`src/rtl/spi_shift_engine.sv`:
```
module spi_shift_engine #(
  parameter int MAX_BITS = 32,
  parameter int RATIO_W  = 8,
  parameter int LEN_W    = 6
) (
  input  logic                clk,
  input  logic                rst_n,
  input  logic                enable,
  input  logic [RATIO_W-1:0]  clk_ratio,
  input  logic                idle_high,
  input  logic                capture_fall,
  input  logic                start_delay,
  input  logic                frame_on_fall,
  input  logic                frame_act_high,
  input  logic [LEN_W-1:0]    word_len,
  input  logic [1:0]          bit_order,
  input  logic                tx_empty,
  input  logic [MAX_BITS-1:0] tx_word,
  output logic                tx_pop,
  output logic                rx_push,
  output logic [MAX_BITS-1:0] rx_word,
  output logic                sclk,
  output logic                mosi,
  output logic                frame,
  input  logic                miso
);

  localparam int HALF_W = RATIO_W - 1;
  localparam int CNT_W  = $clog2(2 * MAX_BITS + 4);

  function automatic logic [MAX_BITS-1:0] low_mask(input logic [LEN_W-1:0] n);
    return {MAX_BITS{1'b1}} >> (MAX_BITS - int'(n));
  endfunction

  logic                busy, sclk_q, cap_seen;
  logic [HALF_W-1:0]   hcnt, half_q;
  logic [CNT_W-1:0]    tk;
  logic [MAX_BITS-1:0] sh_tx, sh_rx;
  logic [LEN_W-1:0]    len_q;
  logic [1:0]          lead_q;
  logic                lsb_q, capf_q;

  logic [LEN_W-1:0]    len_in;
  logic [HALF_W-1:0]   half_in;
  logic [1:0]          lead_in;
  logic                lsb_in;
  logic [CNT_W-1:0]    tk_nxt, end_tick;

  assign len_in  = (word_len == '0) ? LEN_W'(1)
                 : (int'(word_len) > MAX_BITS) ? LEN_W'(MAX_BITS) : word_len;
  assign half_in = (clk_ratio[RATIO_W-1:1] < HALF_W'(2)) ? HALF_W'(2) : clk_ratio[RATIO_W-1:1];
  assign lead_in = start_delay ? (frame_on_fall ? 2'd1 : 2'd2) : 2'd0;
  assign lsb_in  = (bit_order == 2'd1);

  assign tk_nxt   = tk + CNT_W'(1);
  assign end_tick = CNT_W'(lead_q) + CNT_W'({len_q, 1'b0}) + CNT_W'(1);

  assign tx_pop = !busy && enable && !tx_empty;
  assign sclk   = busy ? sclk_q : idle_high;
  assign frame  = frame_act_high ? busy : !busy;
  assign mosi   = busy && (lsb_q ? sh_tx[0] : sh_tx[MAX_BITS-1]);

  always_ff @(posedge clk or negedge rst_n) begin
    if (!rst_n) begin
      busy     <= 1'b0;
      sclk_q   <= 1'b0;
      cap_seen <= 1'b0;
      hcnt     <= '0;
      half_q   <= HALF_W'(2);
      tk       <= '0;
      sh_tx    <= '0;
      sh_rx    <= '0;
      len_q    <= LEN_W'(1);
      lead_q   <= 2'd0;
      lsb_q    <= 1'b0;
      capf_q   <= 1'b0;
      rx_push  <= 1'b0;
      rx_word  <= '0;
    end else begin
      rx_push <= 1'b0;
      if (!busy) begin
        if (tx_pop) begin
          busy     <= 1'b1;
          hcnt     <= '0;
          tk       <= '0;
          cap_seen <= 1'b0;
          sclk_q   <= idle_high;
          half_q   <= half_in;
          len_q    <= len_in;
          lead_q   <= lead_in;
          lsb_q    <= lsb_in;
          capf_q   <= capture_fall;
          sh_rx    <= '0;
          sh_tx    <= lsb_in ? (tx_word & low_mask(len_in))
                             : (tx_word << (MAX_BITS - int'(len_in)));
        end
      end else if (!enable) begin
        busy <= 1'b0;
      end else if (hcnt == half_q - HALF_W'(1)) begin
        hcnt <= '0;
        tk   <= tk_nxt;
        if (tk_nxt == end_tick) begin
          busy    <= 1'b0;
          rx_push <= 1'b1;
          rx_word <= lsb_q ? (sh_rx >> (MAX_BITS - int'(len_q))) : sh_rx;
        end else if (tk_nxt > CNT_W'(lead_q)) begin
          sclk_q <= !sclk_q;
          if ((!sclk_q) != capf_q) begin
            cap_seen <= 1'b1;
            sh_rx    <= lsb_q ? {miso, sh_rx[MAX_BITS-1:1]} : {sh_rx[MAX_BITS-2:0], miso};
          end else if (cap_seen) begin
            sh_tx <= lsb_q ? (sh_tx >> 1) : (sh_tx << 1);
          end
        end
      end else begin
        hcnt <= hcnt + HALF_W'(1);
      end
    end
  end

endmodule

```
`config.mk`:
```
export PLATFORM = sky130hd
export DESIGN_NAME = spi_shift_engine
export DESIGN_NICKNAME = d
export VERILOG_FILES = /design/src/rtl/spi_shift_engine.sv
export SDC_FILE = /design/constraint.sdc
export NUM_CORES = 1
export LEC_CHECK = 0
export CAP_MARGIN = 15
export CORE_MARGIN = 2
export CORE_UTILIZATION = 40
export DETAILED_ROUTE_END_ITERATION = 12
export GPL_ROUTABILITY_DRIVEN = 0
export PLACE_DENSITY = 0.67
export SETUP_SLACK_MARGIN = 0.15
export SLEW_MARGIN = 20
export SYNTH_ARGS = -nofsm -noshare
export SYNTH_HDL_FRONTEND = slang
export SYNTH_SLANG_ARGS = --single-unit
```
`constraint.sdc`:
```
create_clock -name clk -period 4.3 [get_ports clk]
set_clock_uncertainty 0.15 [all_clocks]
set_input_delay 0.645 -clock clk [delete_from_list [all_inputs] [get_ports clk]]
set_output_delay 0.645 -clock clk [all_outputs]
set_load 0.005 [all_outputs]
```
Word level (Yosys, flattened, before mapping)
Index checks and enable logic that the tools add are counted.

Word-level logic and storage cells: 111. Register bits: 131.

$add $sub $neg: 7. Shift-type cells: 3. Muxes and demuxes: 56. Bitwise gates (word level): 2. Eq/ne operators: 11. Magnitude comparators: 3. Reduce and logical (&&, ||, !) cells: 15.

Operators with widths (number): 32-bit 2-to-1 mux (19); 7-bit 2-to-1 mux (8); 32-bit bitwise AND (1); 32-bit by 32-bit << shifter with 32-bit output (1); 32-bit by 32-bit >> shifter with 32-bit output (1); 32-bit by 32-bit >> shifter with 32-bit output, first input constant (1); 1-bit 2-to-1 mux (25); 7-bit by 1-bit adder with 7-bit output, second input constant (3); 7-bit == test (2); 6-bit by 6-bit subtractor with 7-bit output, first input constant (2); 6-bit 2-to-1 mux (2); 2-bit by 1-bit != test with 1-bit output, second input constant (4); 2-bit by 7-bit adder with 7-bit output (1); 7-bit by 2-bit greater-than comparator with 1-bit output (1); 7-bit by 2-bit < comparator with 1-bit output, second input constant (1); 7-bit AND reduction (1); 7-bit by 1-bit subtractor with 7-bit output, second input constant (1); 6-bit greater-than comparator, second input constant (1); 6-bit logical NOT (1); 2-bit != test, second input constant (3); 6-bit AND reduction (1); 5-bit AND reduction (1); 2-bit 2-to-1 mux (2); 2-bit AND reduction (2); other kinds (8) (12).

Logic depth before layout (Yosys ltp)
Gate-level depths: netlist of the first run.

Word-level depth: 9. Depth in mapped cells: 19. Mapped depth without buffers: 12.

Worst setup path after synthesis of the first run
No wires, ideal clock.

Path kind: input -> register. From: in word_len[2]. To: reg sh_tx[26]. Setup slack: -0.399 ns. Stages: 18. Arrival time: 4.423 ns. Path buffers: 7. Path through: clkbuf_1 -> or4_1 -> clkbuf_1 -> clkbuf_1 -> a21oi_2 -> inv_1 -> ha_1 -> clkbuf_1 -> and2_1 -> clkbuf_1 -> clkbuf_1 -> clkbuf_1 -> nand2_1 -> o311ai_0 -> mux4_2 -> mux2i_1 -> a211oi_1 -> a221o_1.

Word-level cells in the longest chain between the ends: 9. Elaborated cells between the ends (all ways): 11.

Ends and longest elaborated chain: start, declared (RTL line 15) `input logic [LEN_W-1:0] word_len,`; 6-bit greater-than comparator (RTL line 50) `: (int'(word_len) > MAX_BITS) ? LEN_W'(MAX_BITS) : word_len;`; 6-bit 2-to-1 mux (RTL line 50); 6-bit 2-to-1 mux (*) (RTL line 49) `assign len_in = (word_len == '0) ? LEN_W'(1)`; 6-bit by 6-bit subtractor with 7-bit output (*) (RTL line 32, 95); 32-bit by 32-bit >> shifter with 32-bit output (RTL line 32) `return {MAX_BITS{1'b1}} >> (MAX_BITS - int'(n));`; 32-bit bitwise AND (RTL line 94) `sh_tx <= lsb_in ? (tx_word & low_mask(len_in))`; 32-bit 2-to-1 mux (*) (RTL line 94); 32-bit 2-to-1 mux (*) (RTL line 82) `if (tx_pop) begin`; 32-bit 2-to-1 mux (*) (RTL line 81) `if (!busy) begin`; end signal, assigned (RTL line 94); end signal, assigned (RTL line 112) `sh_tx <= lsb_q ? (sh_tx >> 1) : (sh_tx << 1);`; end, declared (RTL line 38) `logic [MAX_BITS-1:0] sh_tx, sh_rx;`.

Mark *: on every way between the ends. The rest lies on a longest branch, timed or not. The select of a mux whose other input is x is not followed. A chain may end at the register's enable or synchronous reset.

Worst setup path in the final report of the first run
From: in word_len[4]. To: reg sh_tx[25].

Same word-level chain as after synthesis.

==> results of run 1 <==
## path summary, 6_finish.rpt
kind	slack, ns	end	cells past startpoint	from
max in group asynchronous	2.99	half_q[1]	2	rst_n
min in group clk	0.32	rx_word[3]	2	rx_word[3]
min reg2reg	0.32	rx_word[3]	2	rx_word[3]
max reg2reg	0.50	rx_word[6]	9	len_q[1]
min	0.14	sh_rx[21]	1	rst_n
max	0.31	sh_tx[25]	14	word_len[4]
## power by group through the flow
stage	registers [uW]	clock network, uW	logic, uW
6_report	1550	1390	1820
5_1_grt	1570	1470	1980
4_1_cts	1550	1410	1780
3_5_place_dp	1570	0	1770
3_3_place_gp	1560	0	1740
2_1_floorplan	1480	0	1270
## worst max-delay path, stage by stage
cell	delay (ns)
clkdlybuf4s50_1	0.46
or4_1	0.56
a21oi_4	0.17
inv_2	0.06
ha_1	0.19
buf_4	0.15
xnor2_2	0.29
buf_4	0.22
mux4_2	0.33
nor2_1	0.10
a31oi_1	0.08
a2111oi_1	0.63
buf_4	0.21
o22a_1	0.12
## through the flow
stage          setup TNS, ns  cell area [um2]  std cells  setup WS (ns)  hold WS (ns)
2_1_floorplan              0            11300       1386         0.1853        0.1994
3_3_place_gp         -0.1213            12930       1836        -0.1213        0.3113
3_5_place_dp         -0.1534            12930       1836        -0.1534        0.3191
4_1_cts                    0            13500       1868         0.2888        0.1624
5_1_grt                    0            13500       1868         0.1816        0.2063
6_report                   0            13500       1868         0.3093        0.1425
## cells in the mapped netlist (8+ instances only)
master     number
o21a_1          8
a211oi_1       23
or3_1           9
mux2i_1        76
nand2_1       187
a31oi_1        19
a22o_1          8
o2bb2ai_1      14
nor2b_1        20
o311ai_0       26
and3_1         12
mux4_2         18
o31ai_1         8
dfrtp_1       129
xnor2_1        16
ha_1            8
o2bb2ai_2      18
clkbuf_1      100
o211ai_1       20
inv_1          41
mux2_2         24
a21boi_0        8
o22ai_1        31
nor2_1         96
buf_1          12
nor3_1         29
o21ai_0       118
xor2_1         14
a21oi_1        89
nand3_1        64
## metal layers
| metal | share of wire (%) | track usage [%] | vias up |
|---|---|---|---|
| met5 | 0 | 0 | - |
| met3 | 9.2 | 4.349 | 138 |
| met2 | 44 | 39.55 | 661 |
| li1 | - | - | 5359 |
| met4 | 4.9 | 12.23 | 0 |
| met1 | 41 | 33.91 | 5468 |
## cells by family (layout without fill, tap and decap cells)
| group | after synthesis | in the layout |
|---|---|---|
| simple gates | 461 | 461 |
| compound gates | 471 | 471 |
| mux | 118 | 118 |
| fa+ha+maj | 9 | 9 |
| flops | 131 | 131 |
| buf+inv | 164 | 268 |
| xor+xnor | 32 | 32 |
## flip-flops by register name (all words and copies together) (netlist names)
name,flops
capf_q,1
sclk_q,1
cap_seen,1
lsb_q,1
hcnt,7
lead_q,2
half_q,7
sh_tx,32
rx_push,1
tk,7
rx_word,32
len_q,6
sh_rx,32
busy,1
## final cells by class
| class | count | area [um2] | share of cell area (%) |
|---|---|---|---|
| multi-input cells | 1091 | 7305 | 54.12 |
| flip-flops and latches | 131 | 3284 | 24.33 |
| repair buffers | 194 | 1715 | 12.71 |
| well taps | 378 | 473.0 | 3.504 |
| clock buffers | 18 | 429.2 | 3.179 |
| inverters | 42 | 158.9 | 1.177 |
| clock inverters | 14 | 132.6 | 0.9826 |
==> out/qor.csv, run 1 <==
stage;metric;value;unit
layout;post-layout util;48.72;%
synth;multiplexer area fraction after synthesis;12.81;%
synth;adder-cell share of the synthesized area;1.072;%
flow_run;Max Cap Viol;0;
worst_setup_path;Worst Setup Start Kind;primary input;
synth;compound-cell area share of the yosys netlist;29.34;%
clock_tree;setup bufs post-CTS;0;
synth;top area cells in the synthesized netlist;dfrtp_1 (29%), mux2i_1 (6.8%), nand2_1 (6.3%), o21ai_0 (5.3%), a21oi_1 (4.0%);
floorplan;Initial Utilization;40.46;%
layout;most frequent cells in the layout;nand2_1 (187), dfrtp_1 (128), o21ai_0 (117), buf_4 (99), nor2_1 (96);
synth;Yosys top cell area share;28.80;%
power;PD cells;352.1;nW/um2
worst_setup_path;Worst setup EP type;flip-flop;
timing;pins over their slew limit;0;
worst_setup_path;critical path start-end classification;in -> reg;
global_route;pin count of the biggest net entering global routing;89;
synth;post-synth top area cell;dfrtp_1;
min_path;HP Class;in -> async;
synth;synthesized area;11210;um2
timing;Final Cycle Share;92.81;%
global_route;GRT overflow;0;
clock_tree;Clock Tree Root;clkbuf_16;
route;Pre-antenna DRT Iters;9;
synth;post-synthesis xor/xnor area fraction;2.757;%
route;Routed Antenna Nets;0;
synth;Distinct cells, synth;84;
power;Sw Share;38.36;%
status;status;finished, final reports clean;
power;Max IR drop VDD;0.2759;mV
synth;largest family of logic cells by synthesized area;compound AO/OA/AOI/OAI gates;
clock_tree;CTS max path bufs;2;
route;DRC Markers;0;
layout;most common cell after layout, fill and taps aside;nand2_1;
worst_setup_path;worst-path fanout max;7;
synth;number of synthesized flops with an enable pin;0;
clock_tree;insertion delay to the later sink of the worst-skew pair;0.43;ns
route;DR vias;11626;
power;Clock power frac;29.2;%
floorplan;row cnt;61;
route;Starting DRT DRC Count;1669;
layout;Filler cells;2693;
timing;Hold Vio Cnt, Final;0;
clock_tree;clk slew on worst S/H paths;0.06;ns
global_route;initial antenna violation count;1;
synth;Main synth FF type;dfrtp_1;
floorplan;die area;29380;um2
timing;Least-Margin Pin Slew;1.112;ns
timing;Relative slew margins;24.94;%
place;DP Wirelength;27.24;mm
clock_tree;clock sinks;131;
route;Routed wire per std cell;19.58;um
clock_tree;Hold-fix buffers, CTS;0;
timing;Final min period;3.991;ns
worst_setup_path;Critical Path RT;4.51;ns
global_route;overall routing resource usage;25.28;%
power;internal power;2929;uW
global_route;first-pass GRT wire length;58.82;mm
floorplan;die extent in y;171.4;um
layout;fraction of layout cells with a size suffix above 1;14.83;%
power;Psw;1823;uW
synth;Synth Area in Simple Gates;18.81;%
place;PortBufs;93;
timing;endpoints failing setup;0;
synth;sequential share of the synthesized area;29.27;%
floorplan;io pins;95;
synth;Avg Inst Size Synth;8.088;um2
worst_setup_path;Worst EP arrival;4.20;ns
global_route;vias in the first global route;10933;
synth;Synth Instances;1386;
route;final WL;36.58;mm
timing;Peak Freq;0.2506;GHz
power;Seq pwr share;32.5;%
layout;area delta synth->final;20.41;%
layout;ant diodes;0;
power;Pleak;0.005301;uW
floorplan;core footprint;27710;um2
synth;#FFs+latches synth;131;
route;Via density;6.224;
clock_tree;CTS Buf Count;17;
power;total power;4752;uW
layout;fin nets;1544;
clock_tree;# resized after CTS;0;
timing;RSZ-0062 raised after global routing;no;
floorplan;DIE WIDTH;171.4;um
synth;Synthesized Nets;1453;
power;power share of the combinational group;38.3;%
clock_tree;CTS tree;done;
synth;Async SR Flop Fraction;100.0;%
clock_tree;htree depth;4;
synth;Yosys Warn Count;0;
(Power assumes the default switching activity.)
==> run 2: changes to the inputs <==
PLACE_DENSITY = 0.63   (was 0.67)
==> out/qor.csv, run 2 (synthesis gave the netlist of run 1 again) <==
stage;metric;value;unit;change
timing;Hold Vio Cnt, Final;0;;unchanged
route;Starting DRT DRC Count;1393;;was 1,669
global_route;pin count of the biggest net entering global routing;67;;was 89
timing;endpoints failing setup;0;;unchanged
layout;post-layout util;48.77;%;was 48.72%
layout;ant diodes;0;;unchanged
worst_setup_path;worst reg2reg path depth;8;;was 9
worst_setup_path;Critical Path RT;4.51;ns;about the same
place;Placed Area;12890;um2;was 12,930 um2
power;Max IR drop VDD;0.2606;mV;was 0.2759 mV
floorplan;core footprint;27710;um2;unchanged
floorplan;die extent in y;171.4;um;unchanged
timing;Least-Margin Pin Slew;1.009;ns;was 1.112 ns
layout;fraction of layout cells with a size suffix above 1;14.57;%;was 14.83%
timing;pins over their slew limit;0;;unchanged
clock_tree;CTS tree;done;;unchanged
power;PD cells;361.4;nW/um2;was 352.1 nW/um2
worst_setup_path;Worst EP arrival;4.23;ns;was 4.20 ns
worst_setup_path;Worst setup EP type;flip-flop;;unchanged
clock_tree;setup bufs post-CTS;0;;unchanged
layout;FF/Latch Area;3284;um2;unchanged
layout;most frequent cells in the layout;nand2_1 (187), dfrtp_1 (128), o21ai_0 (117), nor2_1 (96), clkdlybuf4s50_1 (92);;was nand2_1 (187), dfrtp_1 (128), o21ai_0 (117), buf_4 (99), nor2_1 (96)
worst_setup_path;worst-path fanout max;13;;was 7
route;Routed wire per std cell;19.69;um;was 19.58 um
worst_setup_path;Crit Reg-Reg Startpoint;len_q[1];;unchanged
layout;non-filler cells, final;1861;;was 1,868
clock_tree;CTS Buf Count;17;;unchanged
worst_setup_path;Worst Setup Start Kind;primary input;;unchanged
worst_setup_path;Crit Reg-Reg Endpoint;rx_word[8];;was rx_word[6]
place;Placed Cells incl. Taps;1829;;was 1,836
status;status;finished, final reports clean;;unchanged
timing;RSZ-0062 raised after global routing;no;;unchanged
floorplan;Initial Utilization;40.46;%;unchanged
clock_tree;clk slew on worst S/H paths;0.06;ns;about the same
route;Pre-antenna DRT Iters;7;;was 9
worst_setup_path;FF-to-FF setup slack;0.46;ns;was 0.50 ns
timing;Peak Freq;0.2487;GHz;was 0.2506 GHz
clock_tree;htree depth;4;;unchanged
floorplan;die area;29380;um2;unchanged
route;DR vias;11436;;was 11,626
layout;Finished Cell Area;13510;um2;was 13,500 um2
global_route;overall routing resource usage;25.38;%;was 25.28%
route;DRC Markers;0;;unchanged
global_route;GRT overflow;0;;unchanged
worst_setup_path;CP endpoint;sh_tx[25];;unchanged
clock_tree;CTS max path bufs;2;;unchanged
timing;Relative slew margins;31.86;%;was 24.94%
timing;hold slack;0.05167;ns;was 0.1425 ns
floorplan;row cnt;61;;unchanged
min_path;HP Class;in -> async;;unchanged
worst_setup_path;critical path start-end classification;in -> reg;;unchanged
clock_tree;insertion delay to the later sink of the worst-skew pair;0.43;ns;about the same
power;Pleak;0.005310;uW;was 0.005301 uW
layout;area taken by multi-input logic gates;7305;um2;unchanged
global_route;initial antenna violation count;0;;was 1
place;PortBufs;93;;unchanged
flow_run;Max Cap Viol;0;;unchanged
clock_tree;clock sinks;131;;unchanged
layout;most common cell after layout, fill and taps aside;nand2_1;;unchanged
floorplan;io pins;95;;unchanged
route;Via density;6.145;;was 6.224
clock_tree;Hold-fix buffers, CTS;0;;unchanged
clock_tree;Clock Tree Root;clkbuf_16;;unchanged
global_route;vias in the first global route;10862;;was 10,933
timing;Final min period;4.021;ns;was 3.991 ns
place;DP Wirelength;27.02;mm;was 27.24 mm
worst_setup_path;CP Launch Point;word_len[1];;was word_len[4]
route;Routed Antenna Nets;0;;unchanged
timing;Final Cycle Share;93.51;%;was 92.81%
route;final WL;36.64;mm;was 36.58 mm
layout;Filler cells;2736;;was 2,693
layout;biggest regs;rx_word x32, sh_rx x32, sh_tx x32;;unchanged
layout;fin nets;1537;;was 1,544
layout;area delta synth->final;20.55;%;was 20.41%
floorplan;DIE WIDTH;171.4;um;unchanged
global_route;first-pass GRT wire length;59.11;mm;was 58.82 mm
[run 2: cell types whose count changed in the layout (fill, tap and decap cells not counted), sizes merged]
| cell | delta |
|---|---|
| buf | -7 |
| bufinv | +2 |
| clkinv | -1 |
| inv | +1 |
| clkinvlp | -2 |
[run 2: cell type report]
cell class,instances,share of cell area [%]
tap,378,3.500
timing repair buffer,187,12.40
inverter,42,1.176
clock buffer,18,3.250
sequential,131,24.31
clock inverter,14,1.315
multi-input combinational,1091,54.06
[run 2: report_power, final]
group | total, uW | switching, uW | leakage (uW) | internal (uW)
clock network | 1530 | 592 | 0.000301 | 934
logic | 1810 | 1060 | 0.00327 | 748
registers | 1550 | 173 | 0.00174 | 1380
total | 4880 | 1830 | 0.00531 | 3060
[run 2: metal layers]
layer	global-route usage, %	share of wire (%)	vias up
li1	-	-	5335
met1	33.90	42	5350
met2	40.16	45	605
met3	4.556	7.9	146
met4	11.39	4.8	0
met5	0	0	-
[run 2: per-stage QoR]
step                      worst slack [ns]  total power [uW]  setup TNS (ns)
final                               0.2790              4884               0
after CTS                           0.3136              4868               0
after global placement             -0.1267              3313         -0.2191
after global routing                0.1563              5139               0
after detailed placement           -0.1295              3336         -0.2817
after floorplan                     0.1853              2754               0
[run 2: worst min-delay path by stage]
stage	from	depth (start not counted)	end	slack [ns]
after detailed placement	rx_word[14]	1	rx_word[14]	0.32
after global placement	rx_word[14]	1	rx_word[14]	0.31
after floorplan	rst_n	0	busy	0.20
after CTS	rst_n	1	rx_word[21]	0.08
final	rst_n	1	rx_word[23]	0.05
after global routing	rst_n	1	rx_word[23]	0.1
[run 2: what timing repair did]
item,4_1_cts,5_1_grt
resized for setup,0,3
hold endpoints to repair,0,0
endpoints found under the setup margin,0,3
[run 2: worst max-delay path, stage by stage]
cell	delay (ns)
clkdlybuf4s50_1	0.41
or4_1	0.60
a21oi_4	0.19
inv_2	0.05
ha_1	0.18
buf_4	0.17
xnor2_2	0.15
buf_12	0.15
nand2_1	0.32
o22ai_1	0.16
nor2_1	0.23
nor3_1	0.06
a2111oi_0	0.57
buf_4	0.21
o22a_1	0.12
==> run 3: changes to the inputs <==
CORE_MARGIN = not set   (was 2)
CTS_CLUSTER_SIZE = 14   (was not set)
==> out/qor.csv, run 3 (synthesis gave the netlist of run 1 again) <==
stage;metric;value;unit;change
layout;biggest regs;rx_word x32, sh_rx x32, sh_tx x32;;unchanged
worst_setup_path;Worst EP arrival;4.10;ns;was 4.23 ns
floorplan;core footprint;27250;um2;was 27,710 um2
clock_tree;CTS max path bufs;2;;unchanged
timing;Relative slew margins;34.08;%;was 31.86%
place;PortBufs;93;;unchanged
timing;Hold Vio Cnt, Final;0;;unchanged
clock_tree;Clock Tree Root;clkbuf_16;;unchanged
layout;fin nets;1554;;was 1,537
clock_tree;clk slew on worst S/H paths;0.06;ns;about the same
global_route;pin count of the biggest net entering global routing;97;;was 67
route;Routed Antenna Nets;0;;unchanged
power;Psw;1874;uW;was 1825 uW
timing;RSZ-0062 raised after global routing;no;;unchanged
clock_tree;setup bufs post-CTS;0;;unchanged
status;status;finished, final reports clean;;unchanged
place;DP Wirelength;27.84;mm;was 27.02 mm
floorplan;die extent in y;169.4;um;was 171.4 um
route;DRC Markers;0;;unchanged
clock_tree;CTS tree;done;;unchanged
global_route;initial antenna violation count;0;;unchanged
layout;ant diodes;0;;unchanged
floorplan;die area;28700;um2;was 29,380 um2
timing;total negative slack;0;ns;unchanged
worst_setup_path;worst-path fanout max;11;;was 13
power;Sw Share;38.73;%;was 37.37%
floorplan;io pins;95;;unchanged
timing;Final Cycle Share;91.97;%;was 93.51%
timing;Final min period;3.955;ns;was 4.021 ns
floorplan;row cnt;60;;was 61
global_route;first-pass GRT wire length;60.31;mm;was 59.11 mm
flow_run;Max Cap Viol;0;;unchanged
timing;Least-Margin Pin Slew;0.9765;ns;was 1.009 ns
clock_tree;htree depth;4;;unchanged
timing;hold slack;0.1411;ns;was 0.05167 ns
clock_tree;# resized after CTS;0;;unchanged
worst_setup_path;Worst setup EP type;flip-flop;;unchanged
timing;pins over their slew limit;0;;unchanged
global_route;GRT overflow;0;;unchanged
power;power share of the combinational group;38.0;%;was 37.0%
route;DR vias;11605;;was 11,436
power;internal power;2964;uW;was 3059 uW
layout;most frequent cells in the layout;nand2_1 (187), dfrtp_1 (128), o21ai_0 (117), buf_4 (107), nor2_1 (96);;was nand2_1 (187), dfrtp_1 (128), o21ai_0 (117), nor2_1 (96), clkdlybuf4s50_1 (92)
worst_setup_path;Worst Setup Start Kind;primary input;;unchanged
clock_tree;insertion delay to the later sink of the worst-skew pair;0.44;ns;was 0.43 ns
power;Clock power frac;29.9;%;was 31.2%
place;Placed Area;13030;um2;was 12,890 um2
clock_tree;Hold-fix buffers, CTS;0;;unchanged
timing;Peak Freq;0.2529;GHz;was 0.2487 GHz
layout;fraction of layout cells with a size suffix above 1;15.47;%;was 14.57%
min_path;HP Class;in -> async;;unchanged
power;PD cells;355.6;nW/um2;was 361.4 nW/um2
power;Max IR drop VDD;0.2968;mV;was 0.2606 mV
floorplan;Initial Utilization;41.13;%;was 40.46%
layout;area taken by multi-input logic gates;7303;um2;was 7305 um2
route;Via density;6.199;;was 6.145
layout;Finished Cell Area;13610;um2;was 13,510 um2
clock_tree;clock sinks;131;;unchanged
route;Starting DRT DRC Count;1522;;was 1,393
global_route;overall routing resource usage;26.80;%;was 25.38%
route;Pre-antenna DRT Iters;6;;was 7
power;Seq pwr share;32.2;%;was 31.7%
worst_setup_path;Critical Path RT;4.44;ns;was 4.51 ns
worst_setup_path;critical path start-end classification;in -> reg;;unchanged
floorplan;DIE WIDTH;169.4;um;was 171.4 um
timing;endpoints failing setup;0;;unchanged
route;Routed wire per std cell;20.04;um;was 19.69 um
power;Pleak;0.005370;uW;was 0.005310 uW
global_route;vias in the first global route;10891;;was 10,862
layout;most common cell after layout, fill and taps aside;nand2_1;;unchanged
layout;FF/Latch Area;3284;um2;unchanged
layout;area delta synth->final;21.37;%;was 20.55%
clock_tree;CTS Buf Count;17;;unchanged
layout;Filler cells;2645;;was 2,736
route;final WL;37.51;mm;was 36.64 mm
## run 3: cell count changes in the layout (fill, tap and decap cells not counted), sizes merged
| cell | change |
|---|---|
| clkinvlp | +2 |
| clkinv | -6 |
| buf | +17 |
| inv | +6 |
| bufinv | -2 |
## run 3: final timing paths
kind	cells past startpoint	startpoint	endpoint	slack, ns
setup / recovery	13	word_len[1]	sh_tx[14]	0.35
hold / removal	1	rst_n	rx_word[24]	0.14
setup reg to reg	9	len_q[1]	rx_word[22]	0.54
hold reg to reg	2	rx_word[26]	rx_word[26]	0.33
max in group asynchronous	2	rst_n	sh_tx[21]	2.99
min in group clk	2	rx_word[26]	rx_word[26]	0.33
## run 3: area by class of cell
| cell class | instances | area share (%) |
|---|---|---|
| clock buffers | 18 | 3.228 |
| inverters | 42 | 1.168 |
| clock inverters | 14 | 1.021 |
| flip-flops and latches | 131 | 24.14 |
| well taps | 372 | 3.421 |
| repair buffers | 204 | 13.34 |
| multi-input cells | 1091 | 53.68 |
## run 3: critical path, cell delays in order
cell and delay, ns:
clkdlybuf4s50_1 0.42, or4_1 0.61, a21oi_4 0.17, inv_2 0.05
ha_1 0.18, and2_1 0.27, buf_12 0.19, nand2_1 0.06
o311ai_0 0.23, mux4_2 0.57, mux2_2 0.31, o221ai_1 0.27
a21oi_1 0.11
## run 3: stage by stage
step | setup slack, ns | total power, uW | instances | util [%]
3_3_place_gp | -0.01749 | 3342 | 1840 | 47.81
3_5_place_dp | -0.02047 | 3369 | 1840 | 47.81
5_1_grt | 0.2010 | 5087 | 1872 | 49.93
4_1_cts | 0.4107 | 4828 | 1872 | 49.93
6_report | 0.3454 | 4838 | 1872 | 49.93
2_1_floorplan | 0.1853 | 2754 | 1386 | -
## run 3: power by group through the flow
stage	Sequential (uW)	Clock [uW]	Combinational, uW
after floorplan	1480	0	1270
after global placement	1570	0	1770
after detailed placement	1580	0	1790
after CTS	1560	1470	1800
after global routing	1580	1530	1980
final	1560	1440	1840
## run 3: layer usage
layer,track usage (%),wire length (um),up-vias
met1,35.19,15410,5450
met4,12.57,1790,0
met2,42.96,17290,633
met5,0,0,-
met3,4.524,3024,133
li1,-,-,5389
